## config.mk

```make
export PLATFORM = sky130hd
export DESIGN_NAME = burst_supervisor
export DESIGN_NICKNAME = d
export VERILOG_FILES = /design/src/rtl/bm_pkg.sv /design/src/rtl/bm_entry_qual.sv /design/src/rtl/bm_envelope.sv /design/src/rtl/bm_pwm.sv /design/src/rtl/burst_supervisor.sv
export SDC_FILE = /design/constraint.sdc
export NUM_CORES = 1
export LEC_CHECK = 0
export BUFFER_PORTS_ARGS = -buffer_cell sky130_fd_sc_hd__clkbuf_2
export CORE_ASPECT_RATIO = 1.4
export CORE_MARGIN = 2
export CORE_UTILIZATION = 25
export CTS_BUF_LIST = sky130_fd_sc_hd__clkbuf_2 sky130_fd_sc_hd__clkbuf_4 sky130_fd_sc_hd__clkbuf_8
export CTS_CLUSTER_DIAMETER = 50
export DETAILED_ROUTE_END_ITERATION = 6
export HOLD_SLACK_MARGIN = 0.02
export PLACE_DENSITY = 0.49
export RECOVER_POWER = 50
export REMOVE_ABC_BUFFERS = 1
export SYNTH_ARGS = -nofsm -noshare
export SYNTH_HDL_FRONTEND = slang
export SYNTH_SLANG_ARGS = --single-unit
```

## constraint.sdc

```tcl
create_clock -name clk -period 2.3 [get_ports clk]
set_input_delay 0.115 -clock clk [delete_from_list [all_inputs] [get_ports clk]]
set_output_delay 0.115 -clock clk [all_outputs]
set_load 0.02 [all_outputs]
```

## src/rtl/bm_pkg.sv

```systemverilog
package bm_pkg;
   typedef enum logic {
      MODE_NORMAL = 1'b0,
      MODE_BURST  = 1'b1
   } bm_mode_e;
endpackage

```

## src/rtl/bm_entry_qual.sv

```systemverilog
module bm_entry_qual #(
   parameter int CNT_W         = 3,
   parameter int ENTRY_VALLEYS = 7,
   parameter int BLANK_CYCLES  = 1200000
) (
   input  logic             clk,
   input  logic             rst_n,
   input  logic             arm,
   input  logic             fb_low,
   input  logic [CNT_W-1:0] valley,
   output logic             qualified
);
   localparam int            BW   = $clog2(BLANK_CYCLES + 1);
   localparam logic [BW-1:0] LAST = BW'(BLANK_CYCLES - 1);

   logic          cond;
   logic [BW-1:0] held_q;

   assign cond      = arm && fb_low && (valley == CNT_W'(ENTRY_VALLEYS));
   assign qualified = cond && (held_q == LAST);

   always_ff @(posedge clk or negedge rst_n) begin
      if (!rst_n)             held_q <= '0;
      else if (!cond)         held_q <= '0;
      else if (held_q != LAST) held_q <= held_q + 1'b1;
   end

   // a lost condition always restarts the window
   p_restart_r3: assert property (@(posedge clk) disable iff (!rst_n)
      !cond |=> held_q == '0);
endmodule

```

## src/rtl/bm_envelope.sv

```systemverilog
module bm_envelope (
   input  logic clk,
   input  logic rst_n,
   input  logic enable,
   input  logic on_req,
   input  logic off_req,
   output logic env_o
);
   always_ff @(posedge clk or negedge rst_n) begin
      if (!rst_n)       env_o <= 1'b0;
      else if (!enable) env_o <= 1'b0;
      else if (on_req)  env_o <= 1'b1;
      else if (off_req) env_o <= 1'b0;
   end

   // an off request without an on request drops the envelope
   p_env_off_r7: assert property (@(posedge clk) disable iff (!rst_n)
      off_req && !on_req |=> !env_o);
endmodule

```

## src/rtl/bm_pwm.sv

```systemverilog
module bm_pwm #(
   parameter int PERIOD_CYCLES = 962
) (
   input  logic clk,
   input  logic rst_n,
   input  logic run,
   input  logic trip,
   output logic gate_o
);
   localparam int            PW     = $clog2(PERIOD_CYCLES);
   localparam logic [PW-1:0] WRAP   = PW'(PERIOD_CYCLES - 1);
   localparam logic [PW-1:0] ON_MAX = PW'(PERIOD_CYCLES / 2);

   logic [PW-1:0] phase_q;
   logic          cut_q;

   always_ff @(posedge clk or negedge rst_n) begin
      if (!rst_n) begin
         phase_q <= '0;
         cut_q   <= 1'b0;
      end else if (!run) begin
         phase_q <= '0;
         cut_q   <= 1'b0;
      end else if (phase_q == WRAP) begin
         phase_q <= '0;
         cut_q   <= 1'b0;
      end else begin
         phase_q <= phase_q + 1'b1;
         if (trip) cut_q <= 1'b1;
      end
   end

   assign gate_o = run && (phase_q < ON_MAX) && !cut_q;

   // a trip while the gate is high ends the pulse unless a period starts
   p_trip_ends_r6: assert property (@(posedge clk) disable iff (!rst_n)
      trip && gate_o |=> !gate_o || phase_q == '0);
   // every pulse starts at the period boundary
   p_pulse_start_r5: assert property (@(posedge clk) disable iff (!rst_n)
      $rose(gate_o) |-> phase_q == '0);
endmodule

```

## src/rtl/burst_supervisor.sv

```systemverilog
module burst_supervisor #(
   parameter int CNT_W         = 3,
   parameter int ENTRY_VALLEYS = 7,
   parameter int BLANK_CYCLES  = 1200000,
   parameter int PERIOD_CYCLES = 962
) (
   input  logic             clk,
   input  logic             rst_n,
   input  logic             fb_below_entry,
   input  logic             fb_above_on,
   input  logic             fb_below_off,
   input  logic             fb_above_exit,
   input  logic [CNT_W-1:0] valley_cnt,
   input  logic             cs_trip,
   output logic             burst_mode,
   output logic             gate_cmd,
   output logic             valley_reset
);
   import bm_pkg::*;

   generate
      if (BLANK_CYCLES < 2) begin : g_bad_blank
         $error("BLANK_CYCLES must be at least 2");
      end
      if (PERIOD_CYCLES < 2) begin : g_bad_period
         $error("PERIOD_CYCLES must be at least 2");
      end
      if (ENTRY_VALLEYS >= (1 << CNT_W)) begin : g_bad_valley
         $error("ENTRY_VALLEYS does not fit in CNT_W bits");
      end
   endgenerate

   bm_mode_e mode_q;
   logic     enter;
   logic     in_burst;
   logic     env;
   logic     leave;
   logic     force_q;

   assign in_burst = (mode_q == MODE_BURST);
   assign leave    = in_burst && fb_above_exit;

   bm_entry_qual #(
      .CNT_W        (CNT_W),
      .ENTRY_VALLEYS(ENTRY_VALLEYS),
      .BLANK_CYCLES (BLANK_CYCLES)
   ) u_entry (
      .clk      (clk),
      .rst_n    (rst_n),
      .arm      (!in_burst),
      .fb_low   (fb_below_entry),
      .valley   (valley_cnt),
      .qualified(enter)
   );

   always_ff @(posedge clk or negedge rst_n) begin
      if (!rst_n) begin
         mode_q  <= MODE_NORMAL;
         force_q <= 1'b0;
      end else begin
         force_q <= leave;
         if (leave)      mode_q <= MODE_NORMAL;
         else if (enter) mode_q <= MODE_BURST;
      end
   end

   bm_envelope u_env (
      .clk    (clk),
      .rst_n  (rst_n),
      .enable (in_burst && !fb_above_exit),
      .on_req (fb_above_on),
      .off_req(fb_below_off),
      .env_o  (env)
   );

   bm_pwm #(
      .PERIOD_CYCLES(PERIOD_CYCLES)
   ) u_pwm (
      .clk   (clk),
      .rst_n (rst_n),
      .run   (env),
      .trip  (cs_trip),
      .gate_o(gate_cmd)
   );

   assign burst_mode   = in_burst;
   assign valley_reset = force_q;

   // entry only follows both conditions
   p_entry_cond_r2: assert property (@(posedge clk) disable iff (!rst_n)
      $rose(burst_mode) |-> $past(fb_below_entry) && $past(valley_cnt) == CNT_W'(ENTRY_VALLEYS));
   // exit and valley reset happen together, for one cycle
   p_exit_force_r8: assert property (@(posedge clk) disable iff (!rst_n)
      $fell(burst_mode) |-> valley_reset);
   p_force_single_r8: assert property (@(posedge clk) disable iff (!rst_n)
      valley_reset |=> !valley_reset);
   // no gate activity outside burst mode
   p_gate_in_burst_r9: assert property (@(posedge clk) disable iff (!rst_n)
      gate_cmd |-> burst_mode);
endmodule

```

==> impl_results.md <==
* Largest cells by area after synthesis: dfrtp_1, nor2_1, xnor2_1
* Post-synthesis sequential area ratio at 50.4%
* Worst Hold Class: input pin to flop
* Final setup viols at 0
* Crit Reg-Reg Endpoint: u_entry.held_q[7]
* Final period util at 82.6%
* Yosys cell types at 38
* Warnings from Yosys at 0
* Cell accounting for the most synthesized area: dfrtp_1
* Maximum clock frequency at 527 MHz
* CP max-delay cell: or4b_4
* Routed vias at 1,254
* Top-level port count at 13
* Clock sink count at 35
* Vias in the first global route at 1,290
* Gpl congestion at 0.766
* IO Port Bufs at 12
* Via density at 4.37
* Ys async rst share at 100%
* Root Buffer: clkbuf_8
* Peak supply drop at 0.000221 V
* Die H at 103 um
* Critical path class: flop to flop
* Crit path from: u_entry.held_q[15]
* Number of synthesized flops with an enable pin at 0
* DP HPWL at 2330 um
* Hold slack at 0.0498 ns
* Die area at 0.00764 sq mm
* Max stage delay on crit path at 0.56 ns
* CTS Buffer Depth at 2
* Hold Violations, Final at 0
* Placed cell count at 278
* CP cell instances: or4b_4 -> nor3b_4 -> a211oi_2 -> a311oi_1 -> a41o_1
* Num rows at 35
* Power per Cell Area at 538 mW/mm^2
* Initial Utilization at 26.1%
* Largest net degree at the start of global routing at 36
* Post-Syn Area at 0.00174 sq mm
* Cell family with most CP delay: simple AND/OR/NAND/NOR gates
* Max-slew violation count at 0
* Drt first pass iters at 4
* Worst slew pin tran at 0.872 ns
* Setup slack, reg-to-reg at 0.40 ns
* Layout cell share with drive strength beyond 1 at 14.4%
* Fin cells at 287
* Synthesized netlist cell count at 174
* Later-pin clock latency in the skew report at 0.28 ns
* Synth top area share at 50.4%
* Top_reg_cell synth: dfrtp_1
* Total CTS buffers at 5
* Worst R2R Start: u_entry.held_q[15]
* Nets@finish at 208
* Synthesized area per cell at 9.98 sq um
* Pre-CTS setup slack at 0.422 ns
* Max H-tree Level at 2
* Post-DRT Antenna Nets at 0
* P_leak at 0.808 nW
* Grt ovf at 0
* Starting DRT DRC Count at 45
* CTS tree: done
* DRC Markers at 0
* Worst path bufs/invs at 0
* Worst Skew at 0.00467 ns
* Initial antenna violation count at 0
* Worst Reg2Reg Path Length in Cells at 5
* First-pass GRT wire length at 5720 um
* #FFs+latches synth at 35
* Max_slew headroom at 41.9%
* CP Max Fanout at 6
* Core footprint at 0.00666 sq mm
* Global Route Usage Sum at 9.86%
* Run status: finished, final reports clean
* Filler Cell Count at 718
* Top-count cell post-synth: dfrtp_1
* Die W at 74.4 um
* Ant diodes at 0
* Worst path required time at 2.52 ns
* Crit start category: flop
* Final Critical Period at 1.90 ns
* WP data arrival at 2.12 ns
* WL final at 3310 um
* Crit. path cell count at 5
* Drt wl/cell at 11.5 um
* RSZ-0062 raised after global routing: no
* CTS clk-pin slew, worst paths at 0.07 ns
* Setup TNS at 0 ns
* Synthesis-to-layout area growth at 16.1%
* Max-Cap Viols at 0
* Synth cell count leaders: dfrtp_1, nor2_1, xnor2_1
* Critical Path End: u_entry.held_q[7]
* Post-route setup slack at 0.401 ns
* CP endpoint kind: flop
## placed cells by master, fill, tap and decap left out, types with 3 or more instances in the layout
master and n:
dfrtp_1 35, nor2_1 34, xnor2_1 13, nand2_1 12, xor2_1 12, clkbuf_2 10, nand3_1 9, nand4_1 7
inv_1 6, a21oi_1 5, clkbuf_8 5, ha_1 4, and3_1 3, nor3_1 3
## logic make-up after synthesis
family,share of synthesized area [%]
AOI/OAI and AO/OA,5.91
adders and majority gates,2.88
DFF,50.4
xor gates and xnor gates,12.6
and+or+nand+nor,26.4
buffers and inverters,1.73
## layer usage
metal  vias up  share of wire [%]  global-route usage (%)
met5         -                  0                       0
met4         0                1.5                    4.12
met3         4                2.4                    2.93
met2        10                 53                    17.6
met1       604                 43                    10.6
li1        636                  -                       -
## layout make-up
class	instances	area (sq um)	share of cell area, %
Inverter	6	22.5	1.12
Clock inverter	1	5.00	0.248
Sequential cell	35	876	43.5
Multi-Input combinational cell	131	831	41.2
Timing Repair Buffer	15	82.6	4.10
Tap cell	92	115	5.71
Clock buffer	7	83.8	4.16
## how the worst min path moves through the flow
stage,start,cells past startpoint,to,slack (ns)
floorplan,rst_n,0,burst_mode,-0.18
global placement,rst_n,1,u_pwm.phase_q[3],0.29
detailed placement,rst_n,1,u_pwm.phase_q[2],0.29
CTS,cs_trip,3,u_pwm.cut_q,0.04
global route,fb_above_exit,2,valley_reset,0.06
finish,fb_above_on,3,u_env.env_o,0.05
## metrics by stage
| step | util (%) | power (W) | instance area (sq um) |
|---|---|---|---|
| 3_5_place_dp | 28.8 | 0.000656 | 1920 |
| 2_1_floorplan | - | 0.000634 | 1730 |
| 5_1_grt | 30.3 | 0.00115 | 2020 |
| 3_3_place_gp | 28.8 | 0.000656 | 1920 |
| 4_1_cts | 30.3 | 0.00112 | 2020 |
| 6_report | 30.3 | 0.00109 | 2020 |
## worst reg2reg max path, cell delays in order, from the launching register on
cell and delay, ns:
dfrtp_1 0.43, or4b_4 0.56, nor3b_4 0.29, a211oi_2 0.14
a311oi_1 0.29, a41o_1 0.12
## sequential cells by signal, indices dropped and copies added, names as in the netlist
name and count:
u_entry.held_q 21, u_pwm.phase_q 10, burst_mode 1, u_env.env_o 1, u_pwm.cut_q 1, valley_reset 1
## power by group
part           switching [W]  leakage [nW]  total [W]  internal, W
logic              0.0000180         0.270  0.0000273   0.00000924
clock network       0.000206        0.0491   0.000441     0.000236
registers        0.000000484         0.489   0.000616     0.000616
total               0.000224         0.808    0.00109     0.000861
## what timing repair did
item | 4_1_cts | 5_1_grt
hold buffers | 1 | 0
gates resized for setup | 0 | 0
buffers inserted | 0 | 0
endpoints found under the hold margin | 35 | 0
Power figures use the tool's default switching activity.
